**config.mk**
```make
export PLATFORM = sky130hd
export DESIGN_NAME = tri_id_i2c_target
export DESIGN_NICKNAME = d
export VERILOG_FILES = /design/src/rtl/i2c_tgt_pkg.sv /design/src/rtl/i2c_line_sync.sv /design/src/rtl/i2c_addr_match.sv /design/src/rtl/tri_id_i2c_target.sv
export SDC_FILE = /design/constraint.sdc
export NUM_CORES = 1
export LEC_CHECK = 0
export BUFFER_PORTS_ARGS = -buffer_cell sky130_fd_sc_hd__buf_2
export CAP_MARGIN = 10
export CELL_PAD_IN_SITES_DETAIL_PLACEMENT = 0
export CELL_PAD_IN_SITES_GLOBAL_PLACEMENT = 1
export CORE_ASPECT_RATIO = 0.9
export CORE_MARGIN = 1.5
export CORE_UTILIZATION = 39
export CTS_CLUSTER_SIZE = 14
export DETAILED_ROUTE_END_ITERATION = 12
export PLACE_DENSITY = 0.78
export SLEW_MARGIN = 25
export SYNTH_ARGS = -nofsm -noshare
export SYNTH_HDL_FRONTEND = slang
export SYNTH_SLANG_ARGS = --single-unit
```
**constraint.sdc**
```tcl
create_clock -name clk -period 2.1 [get_ports clk]
set_input_delay 0.21 -clock clk [delete_from_list [all_inputs] [get_ports clk]]
set_output_delay 0.21 -clock clk [all_outputs]
set_load 0.005 [all_outputs]
```
**src/rtl/i2c_tgt_pkg.sv**
```systemverilog
package i2c_tgt_pkg;
   typedef enum logic [1:0] {
      TGT_NONE = 2'd0,
      TGT_MEM  = 2'd1,
      TGT_PROT = 2'd2,
      TGT_SENS = 2'd3
   } tgt_e;

   typedef enum logic [2:0] {
      ST_IDLE,
      ST_ADDR,
      ST_ADDR_ACK,
      ST_WR_BYTE,
      ST_WR_ACK,
      ST_RD_BYTE,
      ST_RD_ACK
   } st_e;

   localparam int NUM_CODES = 3;
endpackage

```
**src/rtl/i2c_line_sync.sv**
```systemverilog
module i2c_line_sync #(
   parameter int   STAGES    = 2,
   parameter logic RESET_VAL = 1'b1
) (
   input  logic clk,
   input  logic rst_n,
   input  logic line_i,
   output logic level_o,
   output logic rise_o,
   output logic fall_o
);
   if (STAGES < 2) begin : g_bad_stages
      $error("i2c_line_sync: STAGES must be at least 2");
   end

   logic [STAGES-1:0] chain;
   logic              prev;

   always_ff @(posedge clk or negedge rst_n) begin
      if (!rst_n) begin
         chain <= {STAGES{RESET_VAL}};
         prev  <= RESET_VAL;
      end else begin
         chain <= {chain[STAGES-2:0], line_i};
         prev  <= chain[STAGES-1];
      end
   end

   assign level_o = chain[STAGES-1];
   assign rise_o  = chain[STAGES-1] & ~prev;
   assign fall_o  = ~chain[STAGES-1] & prev;
endmodule

```
**src/rtl/i2c_addr_match.sv**
```systemverilog
module i2c_addr_match
   import i2c_tgt_pkg::*;
#(
   parameter int                CODE_W    = 4,
   parameter int                STRAP_W   = 3,
   parameter logic [CODE_W-1:0] CODE_MEM  = 4'b1010,
   parameter logic [CODE_W-1:0] CODE_PROT = 4'b0110,
   parameter logic [CODE_W-1:0] CODE_SENS = 4'b0011
) (
   input  logic [CODE_W+STRAP_W-1:0] addr_i,
   input  logic [STRAP_W-1:0]        strap_i,
   output logic                      hit_o,
   output tgt_e                      tgt_o
);
   localparam int ADDR_W = CODE_W + STRAP_W;
   localparam logic [NUM_CODES*CODE_W-1:0] CODES = {CODE_SENS, CODE_PROT, CODE_MEM};

   if (CODE_MEM == CODE_PROT || CODE_MEM == CODE_SENS || CODE_PROT == CODE_SENS) begin : g_bad_codes
      $error("i2c_addr_match: type codes must differ");
   end

   logic [NUM_CODES-1:0] code_hit;
   logic                 strap_ok;

   for (genvar gi = 0; gi < NUM_CODES; gi++) begin : g_code
      assign code_hit[gi] = (addr_i[ADDR_W-1 -: CODE_W] == CODES[gi*CODE_W +: CODE_W]);
   end

   assign strap_ok = (addr_i[STRAP_W-1:0] == strap_i);

   always_comb begin
      tgt_o = TGT_NONE;
      if (strap_ok) begin
         if (code_hit[0])      tgt_o = TGT_MEM;
         else if (code_hit[1]) tgt_o = TGT_PROT;
         else if (code_hit[2]) tgt_o = TGT_SENS;
      end
   end

   assign hit_o = (tgt_o != TGT_NONE);
endmodule

```
**src/rtl/tri_id_i2c_target.sv**
```systemverilog
module tri_id_i2c_target
   import i2c_tgt_pkg::*;
#(
   parameter int                SYNC_STAGES = 2,
   parameter int                CODE_W      = 4,
   parameter int                STRAP_W     = 3,
   parameter int                DATA_W      = 8,
   parameter int                REG_W       = 16,
   parameter int                PTR_W       = 8,
   parameter logic [CODE_W-1:0] CODE_MEM    = 4'b1010,
   parameter logic [CODE_W-1:0] CODE_PROT   = 4'b0110,
   parameter logic [CODE_W-1:0] CODE_SENS   = 4'b0011
) (
   input  logic               clk,
   input  logic               rst_n,
   input  logic               scl_i,
   input  logic               sda_i,
   input  logic [STRAP_W-1:0] strap_i,
   output logic               sda_oe_o,
   output logic [DATA_W-1:0]  byte_wdata_o,
   output logic               mem_wr_o,
   output logic               mem_first_o,
   output logic               mem_rd_o,
   input  logic [DATA_W-1:0]  mem_rdata_i,
   output logic               prot_wr_o,
   output logic               prot_rd_o,
   input  logic [DATA_W-1:0]  prot_rdata_i,
   output logic [PTR_W-1:0]   reg_ptr_o,
   output logic [REG_W-1:0]   reg_wdata_o,
   output logic               reg_wr_o,
   output logic               reg_rd_o,
   input  logic [REG_W-1:0]   reg_rdata_i
);
   localparam int REG_BYTES = REG_W / DATA_W;
   localparam int RB_W      = (REG_BYTES > 2) ? $clog2(REG_BYTES) : 1;
   localparam int BIT_W     = $clog2(DATA_W + 1);
   localparam logic [RB_W-1:0]  RB_LAST  = RB_W'(REG_BYTES - 1);
   localparam logic [BIT_W-1:0] BIT_LAST = BIT_W'(DATA_W);

   if (CODE_W + STRAP_W + 1 != DATA_W) begin : g_bad_addr
      $error("tri_id_i2c_target: code, strap and direction bits must fill one byte");
   end
   if (REG_W % DATA_W != 0 || REG_BYTES < 2) begin : g_bad_reg
      $error("tri_id_i2c_target: REG_W must be a multiple of DATA_W, at least two bytes");
   end
   if (PTR_W > DATA_W) begin : g_bad_ptr
      $error("tri_id_i2c_target: pointer must fit in one byte");
   end

   // ---------------- line conditioning ----------------
   logic [1:0] raw_lines, lvl, rise, fall;
   assign raw_lines = {sda_i, scl_i};

   for (genvar gi = 0; gi < 2; gi++) begin : g_line
      i2c_line_sync #(.STAGES(SYNC_STAGES), .RESET_VAL(1'b1)) u_sync (
         .clk     (clk),
         .rst_n   (rst_n),
         .line_i  (raw_lines[gi]),
         .level_o (lvl[gi]),
         .rise_o  (rise[gi]),
         .fall_o  (fall[gi])
      );
   end

   logic scl_rise, scl_fall_evt, sda_lvl, start_evt, stop_evt;
   assign scl_rise     = rise[0];
   assign scl_fall_evt = fall[0];
   assign sda_lvl      = lvl[1];
   assign start_evt    = lvl[0] & ~rise[0] & fall[1];
   assign stop_evt     = lvl[0] & ~rise[0] & rise[1];

   // ---------------- state ----------------
   st_e               state;
   tgt_e              tgt_q;
   logic [BIT_W-1:0]  bit_cnt;
   logic [DATA_W-1:0] shreg;
   logic [REG_W-1:0]  reg_buf;
   logic [RB_W-1:0]   rb_idx;
   logic [PTR_W-1:0]  ptr_q;
   logic              rw_q, first_q, ptr_pending, master_ack;
   logic              mem_wr_q, mem_first_q, mem_rd_q, prot_wr_q, prot_rd_q, reg_wr_q, reg_rd_q;
   logic [DATA_W-1:0] byte_wdata_q;
   logic [REG_W-1:0]  reg_wdata_q;

   // ---------------- address decode ----------------
   logic dec_hit;
   tgt_e dec_tgt;

   i2c_addr_match #(
      .CODE_W(CODE_W), .STRAP_W(STRAP_W),
      .CODE_MEM(CODE_MEM), .CODE_PROT(CODE_PROT), .CODE_SENS(CODE_SENS)
   ) u_match (
      .addr_i  (shreg[DATA_W-1:1]),
      .strap_i (strap_i),
      .hit_o   (dec_hit),
      .tgt_o   (dec_tgt)
   );

   // ---------------- read request and load ----------------
   logic              quiet_bus, addr_done, rd_req, load_go;
   tgt_e              rd_tgt;
   logic [REG_W-1:0]  reg_src;
   logic [DATA_W-1:0] tx_byte;

   assign quiet_bus = ~start_evt & ~stop_evt;
   assign addr_done = (state == ST_ADDR) && scl_fall_evt && (bit_cnt == BIT_LAST);
   assign rd_tgt    = (state == ST_ADDR) ? dec_tgt : tgt_q;

   always_comb begin
      rd_req = 1'b0;
      if (quiet_bus) begin
         if (addr_done && dec_hit && shreg[0])
            rd_req = 1'b1;
         else if (state == ST_RD_ACK && scl_rise && !sda_lvl)
            rd_req = (tgt_q != TGT_SENS) || (rb_idx == '0);
      end
   end

   assign load_go = quiet_bus && scl_fall_evt &&
                    ((state == ST_ADDR_ACK && rw_q) || (state == ST_RD_ACK && master_ack));

   assign reg_src = (rb_idx == '0) ? reg_rdata_i : reg_buf;

   always_comb begin
      case (tgt_q)
         TGT_MEM:  tx_byte = mem_rdata_i;
         TGT_PROT: tx_byte = prot_rdata_i;
         TGT_SENS: tx_byte = reg_src[REG_W-1 -: DATA_W];
         default:  tx_byte = '1;
      endcase
   end

   // ---------------- protocol engine ----------------
   always_ff @(posedge clk or negedge rst_n) begin
      if (!rst_n) begin
         state        <= ST_IDLE;
         tgt_q        <= TGT_NONE;
         bit_cnt      <= '0;
         shreg        <= '0;
         reg_buf      <= '0;
         rb_idx       <= '0;
         ptr_q        <= '0;
         rw_q         <= 1'b0;
         first_q      <= 1'b0;
         ptr_pending  <= 1'b0;
         master_ack   <= 1'b0;
         mem_wr_q     <= 1'b0;
         mem_first_q  <= 1'b0;
         mem_rd_q     <= 1'b0;
         prot_wr_q    <= 1'b0;
         prot_rd_q    <= 1'b0;
         reg_wr_q     <= 1'b0;
         reg_rd_q     <= 1'b0;
         byte_wdata_q <= '0;
         reg_wdata_q  <= '0;
      end else begin
         mem_wr_q  <= 1'b0;
         prot_wr_q <= 1'b0;
         reg_wr_q  <= 1'b0;
         mem_rd_q  <= rd_req && (rd_tgt == TGT_MEM);
         prot_rd_q <= rd_req && (rd_tgt == TGT_PROT);
         reg_rd_q  <= rd_req && (rd_tgt == TGT_SENS);

         if (start_evt) begin
            state   <= ST_ADDR;
            bit_cnt <= '0;
         end else if (stop_evt) begin
            state <= ST_IDLE;
         end else begin
            case (state)
               ST_ADDR: begin
                  if (scl_rise) begin
                     shreg   <= {shreg[DATA_W-2:0], sda_lvl};
                     bit_cnt <= bit_cnt + 1'b1;
                  end else if (addr_done) begin
                     if (dec_hit) begin
                        state       <= ST_ADDR_ACK;
                        tgt_q       <= dec_tgt;
                        rw_q        <= shreg[0];
                        first_q     <= 1'b1;
                        ptr_pending <= ~shreg[0];
                        rb_idx      <= '0;
                     end else begin
                        state <= ST_IDLE;
                     end
                  end
               end
               ST_ADDR_ACK: begin
                  if (scl_fall_evt) begin
                     bit_cnt <= '0;
                     state   <= rw_q ? ST_RD_BYTE : ST_WR_BYTE;
                  end
               end
               ST_WR_BYTE: begin
                  if (scl_rise) begin
                     shreg   <= {shreg[DATA_W-2:0], sda_lvl};
                     bit_cnt <= bit_cnt + 1'b1;
                  end else if (scl_fall_evt && bit_cnt == BIT_LAST) begin
                     state <= ST_WR_ACK;
                  end
               end
               ST_WR_ACK: begin
                  if (scl_fall_evt) begin
                     state   <= ST_WR_BYTE;
                     bit_cnt <= '0;
                     case (tgt_q)
                        TGT_MEM: begin
                           mem_wr_q     <= 1'b1;
                           mem_first_q  <= first_q;
                           byte_wdata_q <= shreg;
                           first_q      <= 1'b0;
                        end
                        TGT_PROT: begin
                           prot_wr_q    <= 1'b1;
                           byte_wdata_q <= shreg;
                        end
                        TGT_SENS: begin
                           if (ptr_pending) begin
                              ptr_q       <= shreg[PTR_W-1:0];
                              ptr_pending <= 1'b0;
                              rb_idx      <= '0;
                           end else if (rb_idx == RB_LAST) begin
                              reg_wr_q    <= 1'b1;
                              reg_wdata_q <= {reg_buf[REG_W-DATA_W-1:0], shreg};
                              rb_idx      <= '0;
                           end else begin
                              reg_buf <= {reg_buf[REG_W-DATA_W-1:0], shreg};
                              rb_idx  <= rb_idx + RB_W'(1);
                           end
                        end
                        default: ;
                     endcase
                  end
               end
               ST_RD_BYTE: begin
                  if (scl_rise) begin
                     bit_cnt <= bit_cnt + 1'b1;
                  end else if (scl_fall_evt) begin
                     if (bit_cnt == BIT_LAST) state <= ST_RD_ACK;
                     else                     shreg <= {shreg[DATA_W-2:0], 1'b0};
                  end
               end
               ST_RD_ACK: begin
                  if (scl_rise) begin
                     master_ack <= ~sda_lvl;
                  end else if (scl_fall_evt) begin
                     bit_cnt <= '0;
                     state   <= master_ack ? ST_RD_BYTE : ST_IDLE;
                  end
               end
               default: ;
            endcase
         end

         if (load_go) begin
            shreg   <= tx_byte;
            reg_buf <= reg_src << DATA_W;
            rb_idx  <= (rb_idx == RB_LAST) ? '0 : rb_idx + RB_W'(1);
         end
      end
   end

   assign sda_oe_o     = (state == ST_ADDR_ACK) || (state == ST_WR_ACK) ||
                         (state == ST_RD_BYTE && !shreg[DATA_W-1]);
   assign byte_wdata_o = byte_wdata_q;
   assign mem_wr_o     = mem_wr_q;
   assign mem_first_o  = mem_first_q;
   assign mem_rd_o     = mem_rd_q;
   assign prot_wr_o    = prot_wr_q;
   assign prot_rd_o    = prot_rd_q;
   assign reg_ptr_o    = ptr_q;
   assign reg_wdata_o  = reg_wdata_q;
   assign reg_wr_o     = reg_wr_q;
   assign reg_rd_o     = reg_rd_q;
endmodule

```
# Word level (Yosys, flattened, before mapping)
# Cells that the tools add are included.
# classes
add_sub_neg,2
n_eq_ne,51
n_mux,89
n_bitwise,18
reduce_logical,47
# op_table
cell,count
2-to-1 mux 16 bit,9
2-to-1 mux 8 bit,7
2-to-1 mux 3 bit,15
inequality test 4 bit (second input constant),11
2-to-1 mux 1 bit,40
inequality test 3 bit (second input constant),8
one-hot mux 8 bit (3 select lines),1
AND reduction 8 bit,3
AND reduction 7 bit,3
2-to-1 mux 4 bit,5
one-hot mux 3 bit (6 select lines),1
one-hot mux 8 bit (2 select lines),1
logical AND 1 bit,15
2-to-1 mux 2 bit,6
inequality test 2 x 1 -> 1 bit (second input constant),6
inequality test 2 bit (second input constant),6
one-hot mux 4 bit (3 select lines),1
AND reduction 12 bit,1
AND reduction 6 bit,2
inverter 1 bit,10
AND reduction 5 bit,2
nonzero test 2 bit,5
== test 3 bit (second input constant),3
AND 1 bit,8
21 further kinds,38
# totals
ff_bits,83
inputBits,39
out_inout_bits,40
word_cells,231

# Depth between registers and ports, before layout
# Gate-level depths: netlist of the first run.
# depth
word_depth,13
mapped_depth,8
depth_no_buf,7

# Cells and area by module
# From an unflattened synthesis of the first run, not the netlist that was laid out.
# unflattened
hier_cells,368
area_unflattened_um2,4087.7
# by_module_without_submodules
module,n_inst,cells_each,area_per_inst_um2,seq_area_each_um2
tri_id_i2c_target,1,346,3817.4,1926.8
i2c_line_sync,2,5,93.8,78.8
i2c_addr_match,1,12,82.6,0.0

# Worst setup path before layout of the first run
# OpenSTA, ideal clock, no wires.
# synth_timing
kind,register to register
startpoint,register state[2]
endpoint,"register reg_wdata_q[10], in the netlist reg_wdata_o[10]"
setup_time_ns,0.125
arrival_time_ns,1.856
required_time_ns,1.975
slack_ns,0.120
stages_incl_launch_ff,7
n_path_buf,3
period_less_slack_ns,1.980
cell_sequence,dfrtp_1 -> buf_4 -> or3b_1 -> buf_2 -> nor4_4 -> buf_6 -> mux2_2
# synth_between
elab_chain_len,2
# synth_rtl
element,line_no,rtl
start: declaration,tri_id_i2c_target.sv:73,st_e state;
start signal: assignment,tri_id_i2c_target.sv:191,state <= rw_q ? ST_RD_BYTE : ST_WR_BYTE;
start signal: assignment,tri_id_i2c_target.sv:248,state <= master_ack ? ST_RD_BYTE : ST_IDLE;
== test 3 bit,tri_id_i2c_target.sv:170,case (state)
AND reduction 7 bit (no line),n/a,
end signal: assignment,tri_id_i2c_target.sv:224,"reg_wdata_q <= {reg_buf[REG_W-DATA_W-1:0], shreg};"
end: declaration,tri_id_i2c_target.sv:83,logic [REG_W-1:0] reg_wdata_q;
# Every way passes these cells.
# A chain may end at the register's enable or synchronous reset.

# Worst setup path after layout of the first run
# layout_timing
startpoint,register state[1]
endpoint,register ptr_pending
# layout_between
elab_chain_len,5
elab_cells_between_ends,12
cone_classes,7 x eq/ne; 1 x mux; 4 x reduce/logical
# layout_rtl
element,line_no,rtl
== test 3 x 1 -> 1 bit,"tri_id_i2c_target.sv:106, tri_id_i2c_target.sv:170",
logical AND 1 bit (2 in series),tri_id_i2c_target.sv:106,assign addr_done = (state == ST_ADDR) && scl_fall_evt && (bit_cnt == BIT_LAST);
inequality test 2 bit (no line),n/a,
AND reduction 8 bit (no line),n/a,
end signal: assignment,tri_id_i2c_target.sv:181,ptr_pending <= ~shreg[0];
end: declaration,tri_id_i2c_target.sv:80,"logic rw_q, first_q, ptr_pending, master_ack;"
# Parallel ways exist; a longest one is shown, timed or not.

==> results.py, run 1 <==
metrics = {
    "status": {
        "status": "completed",
    },
    "pwr": {
        "p_sw_share_pct": 30.81,
        "p_per_area_nw_per_um2": 948.8,
        "switchingPower_mw": 1.457,
        "comb_power_share_pct": 24.7,
        "power_mw": 4.727,
        "peakVddDrop_uv": 478.4,
        "seq_power_share_pct": 42.3,
        "p_leak_nw": 2.432,
        "clockPowerShare_pct": 33.0,
        "intPower_mw": 3.271,
    },
    "timing": {
        "rsz0062_at_grt": "no",
        "report.final.slew_viol_count": 0,
        "worst_pin_slew_ns": 0.5256,
        "period_minus_slack_ns": 1.946,
        "tns_ns": 0,
        "fin_crit_sh_pct": 92.69,
        "setup_violations": 0,
        "fmax_mhz": 513.8,
        "clock_skew_ns": 0.008696,
        "relSlewSlack_pct": 64.96,
        "whs_ns": 0.1729,
        "hold_viol": 0,
    },
    "routing": {
        "ant_nets": 0,
        "wire_per_inst_um": 16.49,
        "drtPass1Iterations": 4,
        "dr_total_vias": 3116,
        "routed_wl_mm": 9.846,
        "drc": 0,
        "drtIter0Drc": 144,
        "viasPerCell": 5.219,
    },
    "finish": {
        "drive_gt1_share_pct": 36.73,
        "syn_to_final_growth_pct": 24.67,
        "post_layout_nonfiller_instances": 597,
        "nets": 512,
        "final_util_pct": 50.70,
        "antenna_cells": 0,
    },
    "clock_network": {
        "cts_buffers": 9,
        "cts_tree": "built",
        "clock_latency_ns": 0.33,
        "clk_pin_slew_ns": 0.06,
        "cts_buffer_depth": 2,
        "cts_max_level": 3,
        "cts.repair.resized": 0,
        "clkSinkCount": 83,
        "cts-root-buf": "clkbuf_16",
    },
    "synthesis": {
        "synthArstFlopShare_pct": 100.0,
        "ys.warnings.count": 0,
        "syn-num-nets": 419,
        "synth-edff-count": 0,
        "ys_types": 51,
        "synthFlopType": "dfrtp_1",
        "ys_ff_latch": 83,
        "yosysSeqAreaShare_pct": 52.16,
        "synth_cells": 374,
        "netlist_area_um2": 3996,
        "synth_area_per_cell_um2": 10.69,
    },
    "grt": {
        "met3_usage_pct": 4.894,
        "grt_pass1_wl_mm": 15.98,
        "grt_overflow": 0,
        "gr-usage-met2_pct": 30.58,
        "antenna_found_initial": 0,
        "grt.total_usage_pct": 19.36,
        "grt_pass1_vias": 3168,
        "grt_max_degree": 41,
        "busiest_layer": "met2",
        "grtUsageMet1_pct": 26.41,
    },
    "setup_path": {
        "crit_required_ns": 2.31,
        "worstSetupPathType": "register to register",
        "critPathMaxFanout": 5,
        "start_kind": "register",
        "worst_ep_arrival_time_ns": 2.16,
        "cp-end-kind": "register",
    },
    "die": {
        "die_w_um": 109.7,
        "io_pins": 79,
        "rows": 34,
        "fp.coreArea_um2": 9827,
        "start_util_pct": 40.67,
        "dieHeight_um": 99.04,
        "die_area_um2": 10860,
    },
    "placement": {
        "place.gp.congestion": 0.8367,
        "io_buffer_count": 78,
        "dpl.cell_count": 579,
        "dp_hpwl_mm": 7.109,
    },
    "min_path": {
        "hp-class": "input port to register",
    },
    "run": {
        "cap_violations": 0,
    },
}
metal layers:
layer / wire (µm) / share of wire, %
met5: 0 / 0
met4: 117 / 1.2
met3: 572 / 5.8
met2: 4658 / 47
met1: 4497 / 46
power groups by stage:
stage / sequential (mW) / combinational, mW / clock, mW
floorplan: 1.96 / 0.720 / 0
global placement: 2.02 / 1.15 / 0
detailed placement: 2.03 / 1.16 / 0
CTS: 2.00 / 1.17 / 1.59
global route: 2.02 / 1.31 / 1.65
finish: 2.00 / 1.17 / 1.56
Yosys cell counts (8+ instances only):
cell type	n	area, µm²
mux2_2	45	506.7
inv_1	8	30.03
nand2_1	60	225.2
mux2i_1	11	110.1
dfrtp_1	77	1927
a221oi_1	8	70.07
a21oi_1	18	90.09
o21ai_0	36	180.2
nor2_1	11	41.29
clkbuf_1	13	48.80
kinds of logic after synthesis:
| logic type | Yosys count | share of synthesized area, % |
|---|---|---|
| simple gates | 111 | 13.65 |
| compound gates | 80 | 11.99 |
| xor+xnor | 7 | 1.534 |
| buf+inv | 31 | 3.350 |
| fa+ha+maj | 6 | 1.878 |
| mux | 56 | 15.44 |
| flops | 83 | 52.16 |
path summary, 6_finish.rpt:
path,startpoint,endpoint,slack [ns],depth (start not counted)
max,state[1],ptr_pending,0.15,5
min,reg_rdata_i[2],reg_buf[10],0.17,3
max reg2reg,state[1],ptr_pending,0.15,5
min reg2reg,g_line[1].u_sync.chain[0],g_line[1].u_sync.chain[1],0.35,0
max in group asynchronous,rst_n,g_line[0].u_sync.prev,1.07,3
min in group asynchronous,rst_n,prot_rd_o,0.40,2
cell usage in the layout (no fill, tap or decap), types with 3 or more instances in the layout:
| cell | n |
|---|---|
| dfrtp_1 | 77 |
| buf_2 | 77 |
| nand2_1 | 60 |
| mux2_2 | 45 |
| o21ai_0 | 35 |
| buf_4 | 22 |
| a21oi_1 | 18 |
| nor2_1 | 11 |
| mux2i_1 | 11 |
| clkbuf_16 | 9 |
| inv_1 | 8 |
| a221oi_1 | 8 |
| nor2b_1 | 6 |
| nor3_1 | 6 |
| ha_1 | 6 |
| dfstp_2 | 6 |
| xnor2_1 | 5 |
| a31oi_1 | 4 |
| nand3_1 | 3 |
| nand3b_1 | 3 |
| nand2b_1 | 3 |
| and2_1 | 3 |
| dlygate4sd3_1 | 3 |
| buf_12 | 3 |
critical path, stage by stage, from the launching register on:
cell and delay, ns:
dfrtp_1 0.37, or3b_1 0.47, nor2_1 0.29, o2bb2ai_1 0.16, and3_1 0.22, mux2_2 0.34
timing repair:
| action | in CTS | in global routing |
|---|---|---|
| buffers inserted | 0 | 0 |
| hold endpoints to repair | 36 | 0 |
| hold buffers | 3 | 0 |
state kept, by name, summed over array words and instances, names as in the netlist, 3 cells and up:
register,count
byte_wdata_o,8
reg_buf,16
bit_cnt,4
reg_wdata_o,16
state,3
g_line.u_sync.chain,4
shreg,8
reg_ptr_o,8
final cells by class:
type                            instances  area [µm²]
Inverter                                8       30.03
Clock buffer                           11       242.7
Fill cell                             902        4845
Multi-Input combinational cell        260        1778
Sequential cell                        83        2085
Timing Repair Buffer                  105       640.6
Tap cell                              126       157.7
Clock inverter                          4       48.80
metrics by stage:
stage,instance area [µm²],setup slack [ns]
3_3_place_gp,4661,0.1981
2_1_floorplan,3996,0.1196
3_5_place_dp,4661,0.1506
4_1_cts,4982,0.1367
6_report,4982,0.1536
5_1_grt,4982,0.02478
No activity file was read; power rests on OpenSTA's default activity.
==> run 2, diff against run 1 <==
==> constraint.sdc (replaced) <==
create_clock -name clk -period 2.1 [get_ports clk]
set_input_delay 0.42 -clock clk [delete_from_list [all_inputs] [get_ports clk]]
set_output_delay 0.42 -clock clk [all_outputs]
set_load 0.005 [all_outputs]
==> results.py, run 2 (synthesized netlist as in run 1, its figures left out) <==
metrics = {
    "setup_path": {
        "cp_slowest_stage_delay_ns": 0.58,
        "crit_family": "simple AND/OR/NAND/NOR gates",
        "crit_required_ns": 2.32,
        "cp-end-kind": "register",
        "worstSetupPathType": "register to register",
        "worst_ep_arrival_time_ns": 2.18,
        "start_kind": "register",
        "cp_slowest_cell": "dfstp_2",
        "cp.buffers_inverters": 0,
        "critPathMaxFanout": 7,
        "path_cells": "nor2b_1 -> nand2_1 -> o31ai_1 -> and3_1 -> mux2_2",
    },
    "routing": {
        "viasPerCell": 5.196,
        "drtPass1Iterations": 4,
        "drc": 0,
        "wire_per_inst_um": 16.43,
        "routed_wl_mm": 9.893,
        "drtIter0Drc": 137,
        "dr_total_vias": 3128,
        "ant_nets": 0,
    },
    "die": {
        "fp.coreArea_um2": 9827,
        "rows": 34,
        "die_w_um": 109.7,
        "die_area_um2": 10860,
        "dieHeight_um": 99.04,
        "start_util_pct": 40.67,
        "io_pins": 79,
    },
    "clock_network": {
        "cts.repair.resized": 0,
        "postCtsHoldBufs": 0,
        "clkSinkCount": 83,
        "cts_tree": "built",
        "clk_pin_slew_ns": 0.07,
        "cts_buffers": 9,
        "cts_buffer_depth": 2,
        "clock_latency_ns": 0.34,
        "cts_max_level": 3,
        "post-cts-setup-buffer-count": 0,
        "cts-root-buf": "clkbuf_16",
    },
    "timing": {
        "fin_ws_ns": 0.1423,
        "clock_skew_ns": 0.01300,
        "hold_viol": 0,
        "rsz0062_at_grt": "no",
        "report.final.slew_viol_count": 0,
        "period_minus_slack_ns": 1.958,
        "worst_pin_slew_ns": 0.5009,
        "relSlewSlack_pct": 66.60,
        "fin_crit_sh_pct": 93.22,
        "tns_ns": 0,
        "setup_violations": 0,
        "fmax_mhz": 510.8,
    },
    "pwr": {
        "power_mw": 4.809,
        "peakVddDrop_uv": 465.0,
        "p_per_area_nw_per_um2": 955.4,
        "p_leak_nw": 2.463,
    },
    "status": {
        "status": "completed",
    },
    "finish": {
        "antenna_cells": 0,
        "post_layout_nonfiller_instances": 602,
        "regArea_um2": 2085,
        "nFillCells": 890,
        "multi_input_comb_area_um2": 1788,
        "syn_to_final_growth_pct": 25.95,
        "nets": 516,
        "final_cell_mix": "dfrtp_1, buf_2, nand2_1",
        "final_cell_area_um2": 5034,
        "drive_gt1_share_pct": 38.66,
    },
    "min_path": {
        "hp-class": "input port to async pin",
    },
    "grt": {
        "grt_overflow": 0,
        "grt.total_usage_pct": 19.61,
        "grt_max_degree": 38,
        "grt_pass1_vias": 3220,
        "grt_pass1_wl_mm": 16.34,
        "antenna_found_initial": 0,
    },
    "placement": {
        "pre_cts_slack_ns": 0.1419,
        "io_buffer_count": 78,
        "dp_hpwl_mm": 7.249,
        "dpl.cell_count": 586,
        "place.gp.congestion": 0.8999,
        "dpl_cell_area_um2": 4713,
    },
    "run": {
        "cap_violations": 0,
    },
}
-- run 2: cell count changes in the layout (fill, tap and decap cells not counted), sizes merged --
cell         before  now
buf             102  109
clkbuf           11    9
clkinv            2    3
clkinvlp          0    1
dlygate4sd3       3    0
inv               9   10
-- run 2: per-stage QoR --
step                      utilization, %  hold slack [ns]
after global routing               51.22          0.09264
after detailed placement           47.96           0.3479
final                              51.22          0.05076
after floorplan                        -           0.1244
after global placement             47.96           0.3484
after CTS                          51.12          0.07065
-- run 2: power by group --
group	internal (mW)	switching, mW
clock	0.940	0.684
sequential	1.78	0.195
combinational	0.544	0.661
total	3.27	1.54
-- run 2: area by class of cell --
class	instances	share of cell area, %
timing repair buffer	109	13.17
clock inverter	7	1.690
tap	126	3.132
inverter	8	0.5966
multi-input combinational	260	35.52
sequential	83	41.41
clock buffer	9	4.474
-- run 2: worst paths after layout --
| kind | start | end | slack [ns] | cells past startpoint |
|---|---|---|---|---|
| max reg2reg | g_line[0].u_sync.prev | ptr_pending | 0.14 | 5 |
| max in group asynchronous | rst_n | state[1] | 1.43 | 2 |
| max | g_line[0].u_sync.prev | ptr_pending | 0.14 | 5 |
| min | rst_n | bit_cnt[1] | 0.05 | 1 |
| min reg2reg | g_line[0].u_sync.chain[0] | g_line[0].u_sync.chain[1] | 0.36 | 0 |
| min in group clk | sda_i | g_line[1].u_sync.chain[0] | 0.18 | 1 |
-- run 2: layer usage --
metal	vias up	GRT usage, %	wire length, µm
li1	1511	-	-
met1	1517	26.45	4528
met2	89	31.96	4703
met3	11	3.571	524
met4	0	6.094	136
met5	-	0	0
